`config.mk`:
```
export PLATFORM = sky130hd
export DESIGN_NAME = serial_xcvr
export DESIGN_NICKNAME = d
export VERILOG_FILES = /design/src/rtl/serial_xcvr_pkg.sv /design/src/rtl/serial_xcvr_baud.sv /design/src/rtl/serial_xcvr_tx.sv /design/src/rtl/serial_xcvr_rx.sv /design/src/rtl/serial_xcvr.sv
export SDC_FILE = /design/constraint.sdc
export NUM_CORES = 1
export LEC_CHECK = 0
export ABC_CLOCK_PERIOD_IN_PS = 4400
export BUFFER_PORTS_ARGS = -buffer_cell sky130_fd_sc_hd__buf_2
export CORE_ASPECT_RATIO = 0.8
export CORE_UTILIZATION = 55
export DETAILED_ROUTE_END_ITERATION = 10
export GPL_TIMING_DRIVEN = 1
export HOLD_SLACK_MARGIN = 0.05
export PLACE_DENSITY = 0.73
export SLEW_MARGIN = 40
export SYNTH_ARGS = -nofsm -noshare
export SYNTH_HDL_FRONTEND = slang
export SYNTH_HIERARCHICAL = 1
export SYNTH_SLANG_ARGS = --single-unit
```
`constraint.sdc`:
```
create_clock -name clk -period 4.4 [get_ports clk]
set_input_delay 0.88 -clock clk [delete_from_list [all_inputs] [get_ports clk]]
set_output_delay 0.88 -clock clk [all_outputs]
set_load 0.005 [all_outputs]
```
`src/rtl/serial_xcvr_pkg.sv`:
```
package serial_xcvr_pkg;
  localparam int DW  = 8;
  localparam int OVS = 16;
  localparam int CW  = $clog2(OVS);
  localparam int IW  = $clog2(DW);

  typedef enum logic [2:0] {TX_IDLE, TX_START, TX_DATA, TX_PAR, TX_STOP} tx_state_e;
  typedef enum logic [2:0] {RX_HUNT, RX_START, RX_DATA, RX_PAR, RX_STOP} rx_state_e;

  // parity bit that gives the requested total polarity (0 even, 1 odd)
  function automatic logic parity_bit(input logic [DW-1:0] d, input logic odd);
    return (^d) ^ odd;
  endfunction

  // true when data plus parity bit do not reach the requested polarity
  function automatic logic parity_bad(input logic [DW-1:0] d, input logic p, input logic odd);
    return (^{d, p}) != odd;
  endfunction
endpackage

```
`src/rtl/serial_xcvr_baud.sv`:
```
module serial_xcvr_baud #(
  parameter int DIV_W = 12
) (
  input  logic             clk,
  input  logic             rst_n,
  input  logic [DIV_W-1:0] div,
  output logic             tick
);
  logic [DIV_W-1:0] cnt;

  assign tick = (cnt == '0);

  always_ff @(posedge clk) begin
    if (!rst_n)   cnt <= '0;
    else if (tick) cnt <= div;
    else          cnt <= cnt - 1'b1;
  end

  // with a non-zero divisor, two consecutive ticks are impossible
  p_tick_gap_r1: assert property (@(posedge clk) disable iff (!rst_n)
    (tick && div != '0 && $stable(div)) |=> !tick);
endmodule

```
`src/rtl/serial_xcvr_tx.sv`:
```
module serial_xcvr_tx
  import serial_xcvr_pkg::*;
(
  input  logic          clk,
  input  logic          rst_n,
  input  logic          tick,
  input  logic          par_en,
  input  logic          par_odd,
  input  logic          stop_two,
  input  logic [DW-1:0] din,
  input  logic          din_valid,
  output logic          din_ready,
  output logic          txd
);
  tx_state_e     st;
  logic [CW-1:0] tcnt;
  logic [IW-1:0] idx;
  logic [DW-1:0] sh;
  logic          pbit;
  logic          second;
  logic          accept;
  logic          bit_end;

  assign din_ready = (st == TX_IDLE);
  assign accept    = din_valid && din_ready;
  assign bit_end   = tick && (tcnt == CW'(OVS-1)) && (st != TX_IDLE);

  always_ff @(posedge clk) begin
    if (!rst_n) begin
      st <= TX_IDLE; tcnt <= '0; idx <= '0; sh <= '0;
      pbit <= 1'b0; second <= 1'b0; txd <= 1'b1;
    end else if (accept) begin
      sh   <= din;
      pbit <= parity_bit(din, par_odd);
      st   <= TX_START;
      tcnt <= '0;
      txd  <= 1'b0;
    end else if (st != TX_IDLE && tick) begin
      if (!bit_end) begin
        tcnt <= tcnt + 1'b1;
      end else begin
        tcnt <= '0;
        case (st)
          TX_START: begin
            st <= TX_DATA; idx <= '0; txd <= sh[0];
          end
          TX_DATA: begin
            if (idx == IW'(DW-1)) begin
              if (par_en) begin
                st <= TX_PAR; txd <= pbit;
              end else begin
                st <= TX_STOP; txd <= 1'b1; second <= 1'b0;
              end
            end else begin
              idx <= idx + 1'b1;
              sh  <= sh >> 1;
              txd <= sh[1];
            end
          end
          TX_PAR: begin
            st <= TX_STOP; txd <= 1'b1; second <= 1'b0;
          end
          TX_STOP: begin
            if (stop_two && !second) second <= 1'b1;
            else                     st <= TX_IDLE;
          end
          default: st <= TX_IDLE;
        endcase
      end
    end
  end

  // an idle transmitter holds the line high
  p_idle_high_r2: assert property (@(posedge clk) disable iff (!rst_n)
    din_ready |-> txd);
  // an accepted word starts with a low start bit and drops ready
  p_accept_start_r3: assert property (@(posedge clk) disable iff (!rst_n)
    accept |=> (!txd && !din_ready));
  // every stop slot drives a high level
  p_stop_high_r3: assert property (@(posedge clk) disable iff (!rst_n)
    (st == TX_STOP) |-> txd);
  // without parity the parity slot is never entered
  p_no_par_slot_r4: assert property (@(posedge clk) disable iff (!rst_n)
    !par_en |-> (st != TX_PAR));
endmodule

```
`src/rtl/serial_xcvr_rx.sv`:
```
module serial_xcvr_rx
  import serial_xcvr_pkg::*;
(
  input  logic          clk,
  input  logic          rst_n,
  input  logic          tick,
  input  logic          par_en,
  input  logic          par_odd,
  input  logic          rxd,
  input  logic          take,
  output logic [DW-1:0] dout,
  output logic          dout_valid,
  output logic          perr,
  output logic          ferr,
  output logic          ovr
);
  logic          s1, s2;
  logic          line;
  rx_state_e     st;
  logic [CW-1:0] tcnt;
  logic [IW-1:0] idx;
  logic [DW-1:0] sh;
  logic          pbit;
  logic          pend;
  logic          mid_hit;
  logic          bit_hit;
  logic          frame_done;

  assign line       = s2;
  assign mid_hit    = tick && (tcnt == CW'(OVS/2-1));
  assign bit_hit    = tick && (tcnt == CW'(OVS-1));
  assign frame_done = (st == RX_STOP) && bit_hit;

  always_ff @(posedge clk) begin
    if (!rst_n) begin
      s1 <= 1'b1; s2 <= 1'b1; st <= RX_HUNT; tcnt <= '0; idx <= '0;
      sh <= '0; pbit <= 1'b0; pend <= 1'b0; dout <= '0;
      dout_valid <= 1'b0; perr <= 1'b0; ferr <= 1'b0; ovr <= 1'b0;
    end else begin
      s1 <= rxd;
      s2 <= s1;
      dout_valid <= 1'b0;
      if (take) pend <= 1'b0;
      case (st)
        RX_HUNT: begin
          if (tick && !line) begin st <= RX_START; tcnt <= '0; end
        end
        RX_START: begin
          if (mid_hit) begin
            tcnt <= '0; idx <= '0;
            st   <= line ? RX_HUNT : RX_DATA;
          end else if (tick) tcnt <= tcnt + 1'b1;
        end
        RX_DATA: begin
          if (bit_hit) begin
            tcnt <= '0;
            sh   <= {line, sh[DW-1:1]};
            if (idx == IW'(DW-1)) st <= par_en ? RX_PAR : RX_STOP;
            else                  idx <= idx + 1'b1;
          end else if (tick) tcnt <= tcnt + 1'b1;
        end
        RX_PAR: begin
          if (bit_hit) begin
            tcnt <= '0; pbit <= line; st <= RX_STOP;
          end else if (tick) tcnt <= tcnt + 1'b1;
        end
        RX_STOP: begin
          if (bit_hit) begin
            tcnt       <= '0;
            st         <= RX_HUNT;
            dout       <= sh;
            dout_valid <= 1'b1;
            ferr       <= !line;
            perr       <= par_en && parity_bad(sh, pbit, par_odd);
            ovr        <= pend && !take;
            pend       <= 1'b1;
          end else if (tick) tcnt <= tcnt + 1'b1;
        end
        default: st <= RX_HUNT;
      endcase
    end
  end

  // a start that is high again at mid-bit goes back to hunting
  p_glitch_reject_r5: assert property (@(posedge clk) disable iff (!rst_n)
    (st == RX_START && mid_hit && line) |=> (st == RX_HUNT && !dout_valid));
  // the word strobe lasts a single cycle
  p_valid_pulse_r6: assert property (@(posedge clk) disable iff (!rst_n)
    dout_valid |=> !dout_valid);
  // no parity error can be reported with parity disabled
  p_no_perr_r7: assert property (@(posedge clk) disable iff (!rst_n)
    (dout_valid && !par_en) |-> !perr);
  // hunting resumes right after the first stop sample
  p_rehunt_r9: assert property (@(posedge clk) disable iff (!rst_n)
    frame_done |=> (st == RX_HUNT && dout_valid));
  // held word and flags move only with the strobe
  p_hold_r11: assert property (@(posedge clk) disable iff (!rst_n)
    !dout_valid |-> ($stable(dout) && $stable(perr) && $stable(ferr) && $stable(ovr)));
endmodule

```
`src/rtl/serial_xcvr.sv`:
```
module serial_xcvr #(
  parameter int DIV_W = 12
) (
  input  logic             clk,
  input  logic             rst_n,
  input  logic [DIV_W-1:0] baud_div,
  input  logic             par_en,
  input  logic             par_odd,
  input  logic             stop_two,
  input  logic [7:0]       tx_data,
  input  logic             tx_valid,
  output logic             tx_ready,
  output logic             txd,
  input  logic             rxd,
  input  logic             rx_take,
  output logic [7:0]       rx_data,
  output logic             rx_valid,
  output logic             rx_par_err,
  output logic             rx_frm_err,
  output logic             rx_overrun
);
  logic tick;

  serial_xcvr_baud #(.DIV_W(DIV_W)) baud_i (
    .clk(clk), .rst_n(rst_n), .div(baud_div), .tick(tick)
  );

  serial_xcvr_tx tx_i (
    .clk(clk), .rst_n(rst_n), .tick(tick), .par_en(par_en), .par_odd(par_odd),
    .stop_two(stop_two), .din(tx_data), .din_valid(tx_valid),
    .din_ready(tx_ready), .txd(txd)
  );

  serial_xcvr_rx rx_i (
    .clk(clk), .rst_n(rst_n), .tick(tick), .par_en(par_en), .par_odd(par_odd),
    .rxd(rxd), .take(rx_take), .dout(rx_data), .dout_valid(rx_valid),
    .perr(rx_par_err), .ferr(rx_frm_err), .ovr(rx_overrun)
  );
endmodule

```
**Word-level counts from Yosys, hierarchy flattened**

Cells that the tools add are included.

- Flip-flop bits (word level): 67
- Logic and storage cells: 148
- Input bits: 28
- Output and inout bits: 14

- Bitwise logic cells: 3
- Equal/unequal tests: 29
- Reduce and logical (&&, ||, !) cells: 42
- Add/subtract/negate cells: 5
- Multiplexer cells: 47

Operators with widths:

| kind | number |
|---|---|
| two-way mux 8 bit | 5 |
| two-way mux 3 bit | 13 |
| two-way mux 4 bit | 5 |
| inequality test 2 x 1 -> 1 bit, second input constant | 9 |
| AND reduction 4 bit | 4 |
| two-way mux 1 bit | 15 |
| case mux 3 bit (5 select lines) | 1 |
| == test 3 x 2 -> 1 bit, second input constant | 4 |
| == test 3 bit, second input constant | 4 |
| zero test 12 bit | 1 |
| two-way mux 12 bit | 1 |
| case mux 3 bit (2 select lines) | 2 |
| case mux 3 bit (4 select lines) | 1 |
| case mux 4 bit (3 select lines) | 1 |
| subtractor 12 x 1 -> 12 bit, second input constant | 1 |
| logical AND 1 bit | 10 |
| AND reduction 2 bit | 5 |
| nonzero test 2 bit | 5 |
| nonzero test 3 bit | 3 |
| parity 9 bit | 1 |
| adder 4 x 1 -> 4 bit, second input constant | 2 |
| == test 4 bit, second input constant | 2 |
| inequality test 2 bit, second input constant | 4 |
| parity 8 bit | 1 |
| other kinds (19) | 26 |

**Logic depth before layout (Yosys ltp)**

- Depth after elaboration: 7
- Gate-level depth with buffers: 10

**Hierarchy**

The synthesis kept the hierarchy.

Modules (own cells, without submodules):

| module | area each (µm²) | cells each | instances |
|---|---|---|---|
| serial_xcvr_rx | 1,567.8 | 184 | 1 |
| serial_xcvr_tx | 1,236.2 | 138 | 1 |
| serial_xcvr_baud | 648.1 | 74 | 1 |

**Worst setup path after synthesis**

Ideal clock, no wire load.

- Path type: register -> register
- Start: reg baud_i.cnt[3]
- End: reg rx_i.st[1]
- Library setup time: 115 ps
- Path buffers: 0
- Data arrival time: 2,999 ps
- Cell stages (with the launch flop): 9
- Data required time: 4,285 ps
- Setup slack: 1,287 ps
- Path through: dfxtp_1 or4_4 nor3_1 nor3b_1 or3b_1 a211o_1 a41oi_1 nor3_1 o21a_1

- Cells in the longest elaborated chain, start to end: 4
- Elaborated cells between the ends (all ways): 10
- Those cells by class: eq/ne: 5; reduce/logical: 5

RTL lines:

| what | line | text |
|---|---|---|
| start: declaration | serial_xcvr_baud.sv:9 | `logic [DIV_W-1:0] cnt;` |
| start signal: assignment | serial_xcvr_baud.sv:15 | `else if (tick) cnt <= div;` |
| start signal: assignment | serial_xcvr_baud.sv:16 | `else cnt <= cnt - 1'b1;` |
| zero test 12 bit (*) | serial_xcvr_baud.sv:11 | `assign tick = (cnt == '0);` |
| named net tick | serial_xcvr.sv:22 | `logic tick;` |
| logical AND 1 bit (on tied branches) | serial_xcvr_rx.sv:31, serial_xcvr_rx.sv:30, serial_xcvr_rx.sv:46 |  |
| inequality test 2 x 1 -> 1 bit (no source line) | - |  |
| AND reduction 6 bit (no source line) (*) | - |  |
| end signal: assignment | serial_xcvr_rx.sv:51 | `st <= line ? RX_HUNT : RX_DATA;` |
| end signal: assignment | serial_xcvr_rx.sv:58 | `if (idx == IW'(DW-1)) st <= par_en ? RX_PAR : RX_STOP;` |
| end: declaration | serial_xcvr_rx.sv:19 | `rx_state_e st;` |

Mark *: on every way through the listed nets, which the timed path passes. The rest lies on a longest branch.
A chain may end at the register's enable or synchronous reset.

**Worst setup path in the final report**

Ends and elaborated chain as after synthesis.

==> key figures <==
Flow run
  • Max-cap violations: 0

Global route
  • Total grt overflow: 0
  • Initial antenna violation count: 0
  • Total global-route track usage: 22.7%
  • Vias in the first global route: 2561
  • First-pass GRT wire length: 11.8 mm
  • Largest net degree at the start of global routing: 36

Critical path
  • Worst Path Max Fanout: 10
  • Critical path's top delay family: simple AND/OR/NAND/NOR gates
  • Critical Path RT: 4650 ps
  • Arr. time, crit path: 3210 ps
  • CP Cell Sequence: or4_4, nor3_1, nor3b_1, buf_4, or3b_1, a211o_1, a41oi_1, nor3_1, o21a_1
  • Slowest cell on the critical path: or4_4
  • Worst Reg-to-Reg Cells: 9
  • Max incr delay on CP: 570 ps
  • Bufs and invs on worst path: 1
  • Worst reg2reg setup slack: 1440 ps
  • CP dominant cell by count: nor3_1
  • Critical path class: reg -> reg
  • Worst Setup End Kind: flop
  • Startpoint Class: flop
  • Levels on crit path: 9

Pwr
  • Combinational power share: 26.6%
  • Clk pwr share: 28.2%
  • Cell Pwr Density: 419 nW/um^2
  • Worst IR Drop VDD: 0.000355 V
  • Switching share of power: 33.1%
  • Flop pwr share: 45.2%
  • P_int: 1080 uW
  • P_leak: 0.00143 uW
  • Psw: 536 uW

Logic synthesis
  • Library cells used by synthesis: 63
  • Yosys warns: 6
  • Synthesis-stage register bit count: 67
  • Avg Cell Area, Syn: 8.72 um^2
  • Ys flop type: dfxtp_1
  • Post-synth EDFFs: 0
  • Mapped Area: 3450 um^2
  • Sequential area share after synthesis: 38.9%
  • Async set-or-reset flop fraction in the synthesized netlist: 0%
  • Cells after Synth: 396
  • Post-synth net total: 433

Floorplanning
  • # rows: 25
  • Horiz. Die Dim: 90.6 um
  • Die footprint: 6600 um^2
  • Die span in y: 72.9 um
  • Core Area: 5970 um^2
  • Initial Utilization: 57.8%
  • # IOs: 42

Run status
  • Outcome: complete, no violations

Clock network
  • CTS HTree Levels: 3
  • Hold Buf Count CTS: 0
  • Clk root buf: clkbuf_8
  • Clock Sinks: 67
  • TritonCTS clock tree: yes
  • Post-CTS Resized: 0
  • Clk pin slew, worst setup/hold paths: 80 ps
  • Number of buffers created by CTS: 9
  • Worst skew pair latency: 350 ps
  • Number of setup buffers added after CTS: 0
  • Max clock buf depth: 2

Final layout
  • Layout cells sized above 1: 17.4%
  • Fin nets: 470
  • Final-layout fill cell count: 530
  • Most frequent cells in the layout: dfxtp_1, buf_2, nand2_1
  • FF/Latch Area: 1340 um^2
  • Commonest non-fill, non-tap cell in the layout: dfxtp_1
  • Syn-to-layout area delta: 12.0%
  • Multi-input combinational cell area: 1970 um^2
  • Ant. Diodes: 0

Route
  • Via/cell ratio: 5.56
  • Antenna-violating nets left: 0
  • Vias: 2888
  • WL/cell: 13.5 um
  • TritonRoute pass-1 iters: 5
  • Residual DRC: 0
  • DRT Wirelength: 7.02 mm
  • DRC marker count from the first detailed-route iteration: 149

Timing
  • Final worst-path cycle share: 67.3%
  • Final slew viol count: 0
  • Setup violations, final: 0
  • Minimum clock period: 2960 ps
  • Slew margin rel.: 45.2%
  • Worst slew pin tran: 821 ps
  • Max frequency: 338 MHz
  • RSZ-0062 raised after global routing: false
  • Clock skew: 8.65 ps
  • Hold Violations, Final: 0
  • Setup TNS: 0 ps
  • Fin Hold WS: 426 ps

Place
  • DP Wirelength: 4.91 mm
  • Routability cong.: 0.791
  • PortBufs: 41

Min path
  • Worst Hold Class: reg -> reg
  • Worst Hold Depth: 1
==> cell families after synthesis <==
kind of cell               count (synthesis)  synth area share, %
AOI/OAI and AO/OA                        100                 17.8
xor gates and xnor gates                  22                 5.98
adders and majority gates                  9                 3.26
buffers and inverters                     30                 4.24
DFF                                       67                 38.9
muxes                                     24                 7.03
and+or+nand+nor                          144                 22.8
==> through the flow <==
stage	cells	setup WS, ps	power, uW	cell area, um^2	utilization, %
after global routing	519	1280	1730	3870	64.7
after floorplan	396	1290	1090	3450	-
after global placement	503	1550	1160	3690	61.8
final	519	1440	1620	3870	64.7
after CTS	519	1470	1630	3870	64.7
after detailed placement	503	1510	1170	3690	61.8
==> registers in the layout (all words and copies together), names as in the netlist, 3 cells and up <==
register    cells
rx_i/idx        3
tx_i/tcnt       4
rx_i/tcnt       4
tx_i/st         3
rx_i/sh         8
rx_i/dout       8
baud_i/cnt     12
rx_i/st         3
tx_i/idx        3
tx_i/sh         8
==> final timing paths <==
| check | start | end |
|---|---|---|
| worst min register to register | rx_i/s1$_SDFF_PN1_ | rx_i/line$_SDFF_PN1_ |
| worst max register to register | baud_i/cnt[3]$_SDFF_PN0_ | rx_i/st[1]$_SDFFE_PN0P_ |
| worst max-delay path | baud_i/cnt[3]$_SDFF_PN0_ | rx_i/st[1]$_SDFFE_PN0P_ |
| worst min-delay path | rx_i/s1$_SDFF_PN1_ | rx_i/line$_SDFF_PN1_ |
==> synthesized netlist by cell type, drive strengths merged, types with 2 or more instances <==
cell type	n	area, um^2
a211oi	7	57.6
a21boi	5	37.5
a21oi	35	175
a22oi	2	15.0
a31oi	4	25.0
and2	4	25.0
buf	10	71.3
clkbuf	9	33.8
dfxtp	67	1340
ha	9	113
inv	11	41.3
mux2	2	22.5
mux2i	22	220
nand2	40	158
nand2b	6	37.5
nand3	8	40.0
nand3b	3	22.5
nand4	7	58.8
nor2	39	163
nor2b	5	38.8
nor3	13	92.6
nor4	3	18.8
o211ai	6	45.0
o21a	2	15.0
o21ai	26	130
o31ai	2	15.0
or3	3	18.8
or3b	3	28.8
or4b	2	20.0
xnor2	17	149
xor2	4	35.0
==> layer usage <==
| metal | vias up | GRT usage [%] | wire length, um |
|---|---|---|---|
| met1 | 1309 | 30.5 | 3410 |
| li1 | 1485 | - | - |
| met2 | 81 | 35.1 | 3130 |
| met4 | 0 | 8.42 | 121 |
| met5 | - | 0 | 0 |
| met3 | 13 | 6.46 | 364 |
==> layout make-up <==
class	count	area share, %
Timing Repair Buffer	45	6.08
Multi-Input combinational cell	299	51.0
Clock buffer	9	3.20
Sequential cell	67	34.7
Tap cell	81	2.62
Inverter	11	1.07
Clock inverter	7	1.36
==> power by group through the flow <==
stage | logic, uW | registers [uW] | clock network, uW
final | 431 | 732 | 457
after global routing | 482 | 742 | 505
after CTS | 429 | 731 | 472
after detailed placement | 427 | 744 | 0
after global placement | 418 | 742 | 0
after floorplan | 361 | 729 | 0
No activity file was read; power rests on OpenSTA's default activity.
